## src/rtl/chario_pkg.sv

```systemverilog
package chario_pkg;
   typedef enum logic [2:0] {
      SEL_NONE,
      SEL_RX_DATA,
      SEL_RX_STAT,
      SEL_TX_DATA,
      SEL_TX_STAT,
      SEL_CTRL
   } reg_sel_t;

   localparam int FLAG_LO_BIT = 0;
   localparam int FLAG_HI_BIT = 1;
endpackage

```

## src/rtl/chario_decode.sv

```systemverilog
module chario_decode
   import chario_pkg::*;
#(
   parameter int ADDR_W      = 8,
   parameter int RX_DATA_OFS = 'h00,
   parameter int RX_STAT_OFS = 'h01,
   parameter int TX_DATA_OFS = 'h10,
   parameter int TX_STAT_OFS = 'h11,
   parameter int CTRL_OFS    = 'h20
) (
   input  logic [ADDR_W-1:0] addr,
   output reg_sel_t          sel
);
   always_comb begin
      sel = SEL_NONE;
      if (addr == ADDR_W'(RX_DATA_OFS))      sel = SEL_RX_DATA;
      else if (addr == ADDR_W'(RX_STAT_OFS)) sel = SEL_RX_STAT;
      else if (addr == ADDR_W'(TX_DATA_OFS)) sel = SEL_TX_DATA;
      else if (addr == ADDR_W'(TX_STAT_OFS)) sel = SEL_TX_STAT;
      else if (addr == ADDR_W'(CTRL_OFS))    sel = SEL_CTRL;
   end
endmodule

```

## src/rtl/chario_rx.sv

```systemverilog
module chario_rx #(
   parameter int CHAR_W = 8,
   parameter bit OVR_EN = 1'b1
) (
   input  logic              clk,
   input  logic              rst_n,
   input  logic              in_strobe,
   input  logic [CHAR_W-1:0] in_byte,
   input  logic              stat_wr,
   input  logic              stat_bit0,
   output logic              full,
   output logic              ovr,
   output logic [CHAR_W-1:0] held
);
   logic ack;
   logic take;

   assign ack  = stat_wr && !stat_bit0;
   assign take = in_strobe && (!full || ack);

   always_ff @(posedge clk or negedge rst_n) begin
      if (!rst_n) begin
         full <= 1'b0;
         held <= '0;
      end else if (take) begin
         full <= 1'b1;
         held <= in_byte;
      end else if (ack) begin
         full <= 1'b0;
      end
   end

   generate
      if (OVR_EN) begin : g_ovr
         always_ff @(posedge clk or negedge rst_n) begin
            if (!rst_n)                         ovr <= 1'b0;
            else if (in_strobe && full && !ack) ovr <= 1'b1;
            else if (stat_wr)                   ovr <= 1'b0;
         end
      end else begin : g_no_ovr
         assign ovr = 1'b0;
      end
   endgenerate
endmodule

```

## src/rtl/chario_tx.sv

```systemverilog
module chario_tx #(
   parameter int CHAR_W = 8
) (
   input  logic              clk,
   input  logic              rst_n,
   input  logic              data_wr,
   input  logic [CHAR_W-1:0] wdata,
   input  logic              stat_wr,
   input  logic              stat_bit0,
   input  logic              out_ready,
   output logic              busy,
   output logic              done,
   output logic [CHAR_W-1:0] hold,
   output logic [CHAR_W-1:0] cur
);
   logic start;

   assign start = stat_wr && stat_bit0 && !busy;

   always_ff @(posedge clk or negedge rst_n) begin
      if (!rst_n)       hold <= '0;
      else if (data_wr) hold <= wdata;
   end

   always_ff @(posedge clk or negedge rst_n) begin
      if (!rst_n) begin
         busy <= 1'b0;
         done <= 1'b0;
         cur  <= '0;
      end else if (start) begin
         busy <= 1'b1;
         done <= 1'b0;
         cur  <= hold;
      end else if (busy && out_ready) begin
         busy <= 1'b0;
         done <= 1'b1;
      end
   end
endmodule

```

## src/rtl/charport_mmio.sv

```systemverilog
module charport_mmio
   import chario_pkg::*;
#(
   parameter int ADDR_W      = 8,
   parameter int DATA_W      = 32,
   parameter int CHAR_W      = 8,
   parameter bit OVR_EN      = 1'b1,
   parameter int RX_DATA_OFS = 'h00,
   parameter int RX_STAT_OFS = 'h01,
   parameter int TX_DATA_OFS = 'h10,
   parameter int TX_STAT_OFS = 'h11,
   parameter int CTRL_OFS    = 'h20
) (
   input  logic              clk,
   input  logic              rst_n,
   input  logic              bus_sel,
   input  logic              bus_wr,
   input  logic [ADDR_W-1:0] bus_addr,
   input  logic [DATA_W-1:0] bus_wdata,
   output logic [DATA_W-1:0] bus_rdata,
   output logic              bus_ready,
   input  logic              in_strobe,
   input  logic [CHAR_W-1:0] in_byte,
   output logic              out_valid,
   input  logic              out_ready,
   output logic [CHAR_W-1:0] out_byte,
   output logic              irq_in,
   output logic              irq_out
);
   localparam int OFS_LIMIT = 1 << ADDR_W;

   generate
      if (CHAR_W > DATA_W || DATA_W < 2)
         $error("charport_mmio: CHAR_W must fit DATA_W, DATA_W >= 2");
      if (RX_DATA_OFS >= OFS_LIMIT || RX_STAT_OFS >= OFS_LIMIT || TX_DATA_OFS >= OFS_LIMIT ||
          TX_STAT_OFS >= OFS_LIMIT || CTRL_OFS >= OFS_LIMIT)
         $error("charport_mmio: offset exceeds ADDR_W");
      if (RX_DATA_OFS == RX_STAT_OFS || TX_DATA_OFS == TX_STAT_OFS ||
          RX_STAT_OFS == TX_STAT_OFS || CTRL_OFS == RX_STAT_OFS || CTRL_OFS == TX_STAT_OFS)
         $error("charport_mmio: register offsets collide");
   endgenerate

   reg_sel_t          rsel;
   logic              wr_en;
   logic              rx_full, rx_ovr, tx_busy, tx_done, in_ack;
   logic [CHAR_W-1:0] rx_held, tx_hold;
   logic [1:0]        ctrl_en;

   assign wr_en     = bus_sel && bus_wr;
   assign bus_ready = bus_sel;
   assign in_ack    = wr_en && (rsel == SEL_RX_STAT) && !bus_wdata[0];

   chario_decode #(
      .ADDR_W(ADDR_W), .RX_DATA_OFS(RX_DATA_OFS), .RX_STAT_OFS(RX_STAT_OFS),
      .TX_DATA_OFS(TX_DATA_OFS), .TX_STAT_OFS(TX_STAT_OFS), .CTRL_OFS(CTRL_OFS)
   ) u_dec (
      .addr(bus_addr),
      .sel (rsel)
   );

   chario_rx #(.CHAR_W(CHAR_W), .OVR_EN(OVR_EN)) u_rx (
      .clk      (clk),
      .rst_n    (rst_n),
      .in_strobe(in_strobe),
      .in_byte  (in_byte),
      .stat_wr  (wr_en && (rsel == SEL_RX_STAT)),
      .stat_bit0(bus_wdata[0]),
      .full     (rx_full),
      .ovr      (rx_ovr),
      .held     (rx_held)
   );

   chario_tx #(.CHAR_W(CHAR_W)) u_tx (
      .clk      (clk),
      .rst_n    (rst_n),
      .data_wr  (wr_en && (rsel == SEL_TX_DATA)),
      .wdata    (bus_wdata[CHAR_W-1:0]),
      .stat_wr  (wr_en && (rsel == SEL_TX_STAT)),
      .stat_bit0(bus_wdata[0]),
      .out_ready(out_ready),
      .busy     (tx_busy),
      .done     (tx_done),
      .hold     (tx_hold),
      .cur      (out_byte)
   );

   always_ff @(posedge clk or negedge rst_n) begin
      if (!rst_n)                          ctrl_en <= 2'b00;
      else if (wr_en && rsel == SEL_CTRL)  ctrl_en <= bus_wdata[1:0];
   end

   always_comb begin
      bus_rdata = '0;
      if (bus_sel && !bus_wr) begin
         case (rsel)
            SEL_RX_DATA: bus_rdata[CHAR_W-1:0] = rx_held;
            SEL_RX_STAT: begin
               bus_rdata[FLAG_LO_BIT] = rx_full;
               bus_rdata[FLAG_HI_BIT] = rx_ovr;
            end
            SEL_TX_DATA: bus_rdata[CHAR_W-1:0] = tx_hold;
            SEL_TX_STAT: begin
               bus_rdata[FLAG_LO_BIT] = tx_busy;
               bus_rdata[FLAG_HI_BIT] = tx_done;
            end
            SEL_CTRL:    bus_rdata[1:0] = ctrl_en;
            default:     bus_rdata = '0;
         endcase
      end
   end

   assign out_valid = tx_busy;
   assign irq_in    = rx_full && ctrl_en[0];
   assign irq_out   = tx_done && ctrl_en[1];
endmodule

```

## config.mk

```make
export PLATFORM = sky130hd
export DESIGN_NAME = charport_mmio
export DESIGN_NICKNAME = d
export VERILOG_FILES = /design/src/rtl/chario_pkg.sv /design/src/rtl/chario_decode.sv /design/src/rtl/chario_rx.sv /design/src/rtl/chario_tx.sv /design/src/rtl/charport_mmio.sv
export SDC_FILE = /design/constraint.sdc
export NUM_CORES = 1
export LEC_CHECK = 0
export ABC_AREA = 1
export BUFFER_PORTS_ARGS = -buffer_cell sky130_fd_sc_hd__buf_4
export CORE_UTILIZATION = 33
export DETAILED_ROUTE_END_ITERATION = 12
export PLACE_DENSITY = 0.6
export SETUP_SLACK_MARGIN = 0.2
export SYNTH_ARGS = -nofsm -noshare
export SYNTH_HDL_FRONTEND = slang
export SYNTH_SLANG_ARGS = --single-unit
```

## constraint.sdc

```tcl
create_clock -name clk -period 1.6 [get_ports clk]
set_input_delay 0.32 -clock clk [delete_from_list [all_inputs] [get_ports clk]]
set_output_delay 0.32 -clock clk [all_outputs]
set_load 0.02 [all_outputs]
```

==> flow_metrics.py <==
metrics = {
    "outcome": {
        "status": "complete, no violations",
    },
    "run": {
        "maxCapViolCount": 0,
    },
    "synthesis": {
        "synth_mux_area_share_pct": 0,
        "yosysMostFrequentCell": "nand2_1",
        "synthXorXnorAreaFrac_pct": 0,
        "ys_ff_latch": 30,
        "synth.area.top_cells": "dfrtp_1, nand2_1, buf_4",
        "ys_async_sr_fraction_pct": 100,
        "ys_top_cells_by_count": "nand2_1, dfrtp_1, buf_4, inv_1, nand3_1",
        "synth_compound_area_share_pct": 7.88,
        "synth_top_flop_cell": "dfrtp_1",
        "yosysSeqAreaShare_pct": 42.6,
        "ys_types": 21,
        "ys_warn_count": 0,
        "netlist_area_um2": 1760,
        "synthAdderAreaFrac_pct": 0,
        "syn_area_per_cell_um2": 7.80,
        "yosys.area.top_type": "dfrtp_1",
        "synth_edf_count": 0,
        "synthSimpleGateAreaFrac_pct": 30.9,
        "synth_top_family_by_area": "simple AND/OR/NAND/NOR gates",
        "syn_inst": 226,
        "synth_top_area_share_pct": 42.6,
    },
    "floorplan": {
        "num_rows": 26,
        "dieArea_um2": 5640,
        "start_util_pct": 34.3,
        "dieHeight_um": 75.1,
        "die_w_um": 75.1,
        "io_pins": 98,
        "fp.coreArea_um2": 5140,
    },
    "critical_path": {
        "crit_end": "bus_rdata[7]",
        "r2r_start": "u_tx.busy",
        "crit_path_end_kind": "output pin",
        "worstSetupStartpointType": "input pin",
        "arrival_ns": 1.27,
        "crit_required_ns": 1.28,
        "crit_type": "in -> out",
        "timing.rr.end": "u_tx.cur[4]",
        "rr_worst_depth": 4,
        "reg2reg_slack_ns": 0.30,
        "crit_path_start": "bus_addr[3]",
        "critPathMaxFanout": 8,
    },
    "cells_and_area": {
        "diodes": 0,
        "n_fill_cell": 524,
        "syn_to_final_growth_pct": 42.7,
        "nNetsFinal": 343,
        "drive_gt1_share_pct": 41.4,
        "multi_input_area_um2": 947,
        "regArea_um2": 751,
    },
    "sta": {
        "hold_viol_final": 0,
        "fmax_ghz": 0.627,
        "slew_viol_final": 0,
        "whs_ns": 0.208,
        "skew_ns": 0.00498,
        "timing.final.crit_share_pct": 99.7,
        "min_period_ns": 1.59,
        "rsz0062_at_grt": "true",
        "setup_viol": 0,
    },
    "route": {
        "drc": 0,
        "viasPerCell": 4.12,
        "drt-total-wl_mm": 3.70,
        "firstDrtPassIters": 4,
        "drt_iter0_drc": 67,
        "routedWlPerCell_um": 10.3,
        "ant_nets": 0,
        "dr_total_vias": 1484,
    },
    "pwr": {
        "p_int_w": 0.00123,
        "cellPowerDensity_nw_per_um2": 675,
        "pwr-share-comb_pct": 14.7,
        "p_switching_w": 0.000466,
        "finalPower_w": 0.00170,
        "power_leakage_nw": 1.28,
        "p_seq_share_pct": 48.2,
        "ir_drop_uv": 369,
        "p_clk_share_pct": 37.1,
        "p_sw_share_pct": 27.4,
    },
    "global_routing": {
        "overflow": 0,
        "grt_pass1_vias": 1294,
        "grt.busiest_layer": "met2",
        "grt_use_total_pct": 14.7,
        "grt_max_degree": 31,
        "grt_pass1_wl_mm": 5.94,
        "use_met2_pct": 23.2,
        "met1_usage_pct": 17.7,
        "antenna_found_initial": 0,
        "grt_util_met3_pct": 6.29,
    },
    "min_path": {
        "hp-class": "in -> reg",
        "hp-start": "out_ready",
    },
    "clock_network": {
        "clockBufferDepth": 2,
        "clk_pin_slew_ns": 0.06,
        "cts_tree": "built",
        "insertion_delay_ns": 0.29,
        "cts_max_level": 2,
        "root_buffer": "clkbuf_8",
        "post-cts-setup-buffer-count": 0,
        "clkSinkCount": 30,
        "cts_made_buffers": 5,
    },
    "placed_design": {
        "place.gp.congestion": 0.789,
        "dp_hpwl_mm": 2.79,
        "port_buffers": 49,
    },
}
cells in the final DEF (no fill, tap or decap), drive strengths merged:
cell	synthesis	routed
conb	1	24
inv	26	26
dfrtp	30	30
buf	29	61
dlygate4sd3	0	1
nand3	26	26
clkbuf	0	7
clkinv	0	1
nor3	2	2
nand2	77	77
nor2	14	14
o21ai	15	15
a21oi	6	6
final cells by class:
class                   instances  share of cell area (%)
multi-input cells             164                    37.7
well taps                      70                    3.48
inverters                      26                    4.08
flip-flops and latches         30                    29.9
repair buffers                 62                    21.3
clock buffers                   7                    3.43
clock inverters                 1                   0.199
state kept, by name, summed over array words and instances (netlist names):
name       flops
ctrl_en        2
u_rx.full      1
u_rx.held      8
u_rx.ovr       1
u_tx.busy      1
u_tx.cur       8
u_tx.done      1
u_tx.hold      8
worst min-delay path by stage:
stage / to / slack [ns] / depth (start not counted)
after detailed placement: u_tx.busy / 0.27 / 1
final: u_tx.busy / 0.21 / 2
after global placement: u_tx.busy / 0.27 / 1
after global routing: u_tx.busy / 0.22 / 2
after floorplan: ctrl_en[0] / 0.02 / 0
after CTS: u_tx.busy / 0.20 / 2
critical path, cell delays in order:
cell and delay [ns]:
buf_8 0.10, nor2_4 0.12, nand3_4 0.11, nor3_4 0.13, buf_6 0.16, nand2_2 0.07, a21oi_4 0.13, buf_6 0.13
per-stage QoR:
step | instance area (µm²) | TNS, ns | cells | setup slack [ns] | utilization, %
final | 2510 | 0 | 360 | 0.00502 | 48.9
after global routing | 2510 | -0.446 | 360 | -0.0692 | 48.9
after detailed placement | 2250 | -0.321 | 351 | -0.0525 | 43.8
after CTS | 2470 | -0.0666 | 360 | -0.0265 | 48.0
after global placement | 2250 | -0.258 | 351 | -0.0436 | 43.8
after floorplan | 1930 | 0 | 249 | 0.148 | -
per-layer routing:
layer | vias to the layer above | share of wire, %
met3 | 6 | 7.8
met2 | 56 | 47
met4 | 0 | 1.6
met5 | - | 0
li1 | 778 | -
met1 | 644 | 43
cells by family (layout without fill, tap and decap cells):
| family | after synthesis | count (layout) |
|---|---|---|
| AND/OR/NAND/NOR | 119 | 119 |
| other | 1 | 24 |
| buffers and inverters | 55 | 96 |
| AO/OA/AOI/OAI | 21 | 21 |
| flip-flops | 30 | 30 |
power by group through the flow:
stage               sequential [W]  clock [W]  combinational (W)
detailed placement        0.000828          0           0.000226
CTS                       0.000816   0.000657           0.000244
global route              0.000822   0.000692           0.000279
floorplan                 0.000822          0           0.000173
finish                    0.000818   0.000631           0.000249
global placement          0.000827          0           0.000222
repair_timing:
item,CTS,global route
endpoints found under the setup margin,8,8
gates resized for setup,35,12
endpoints found under the hold margin,30,0
pin swaps,9,13
hold buffers,1,0
cloned,0,0
(Power assumes the default switching activity.)
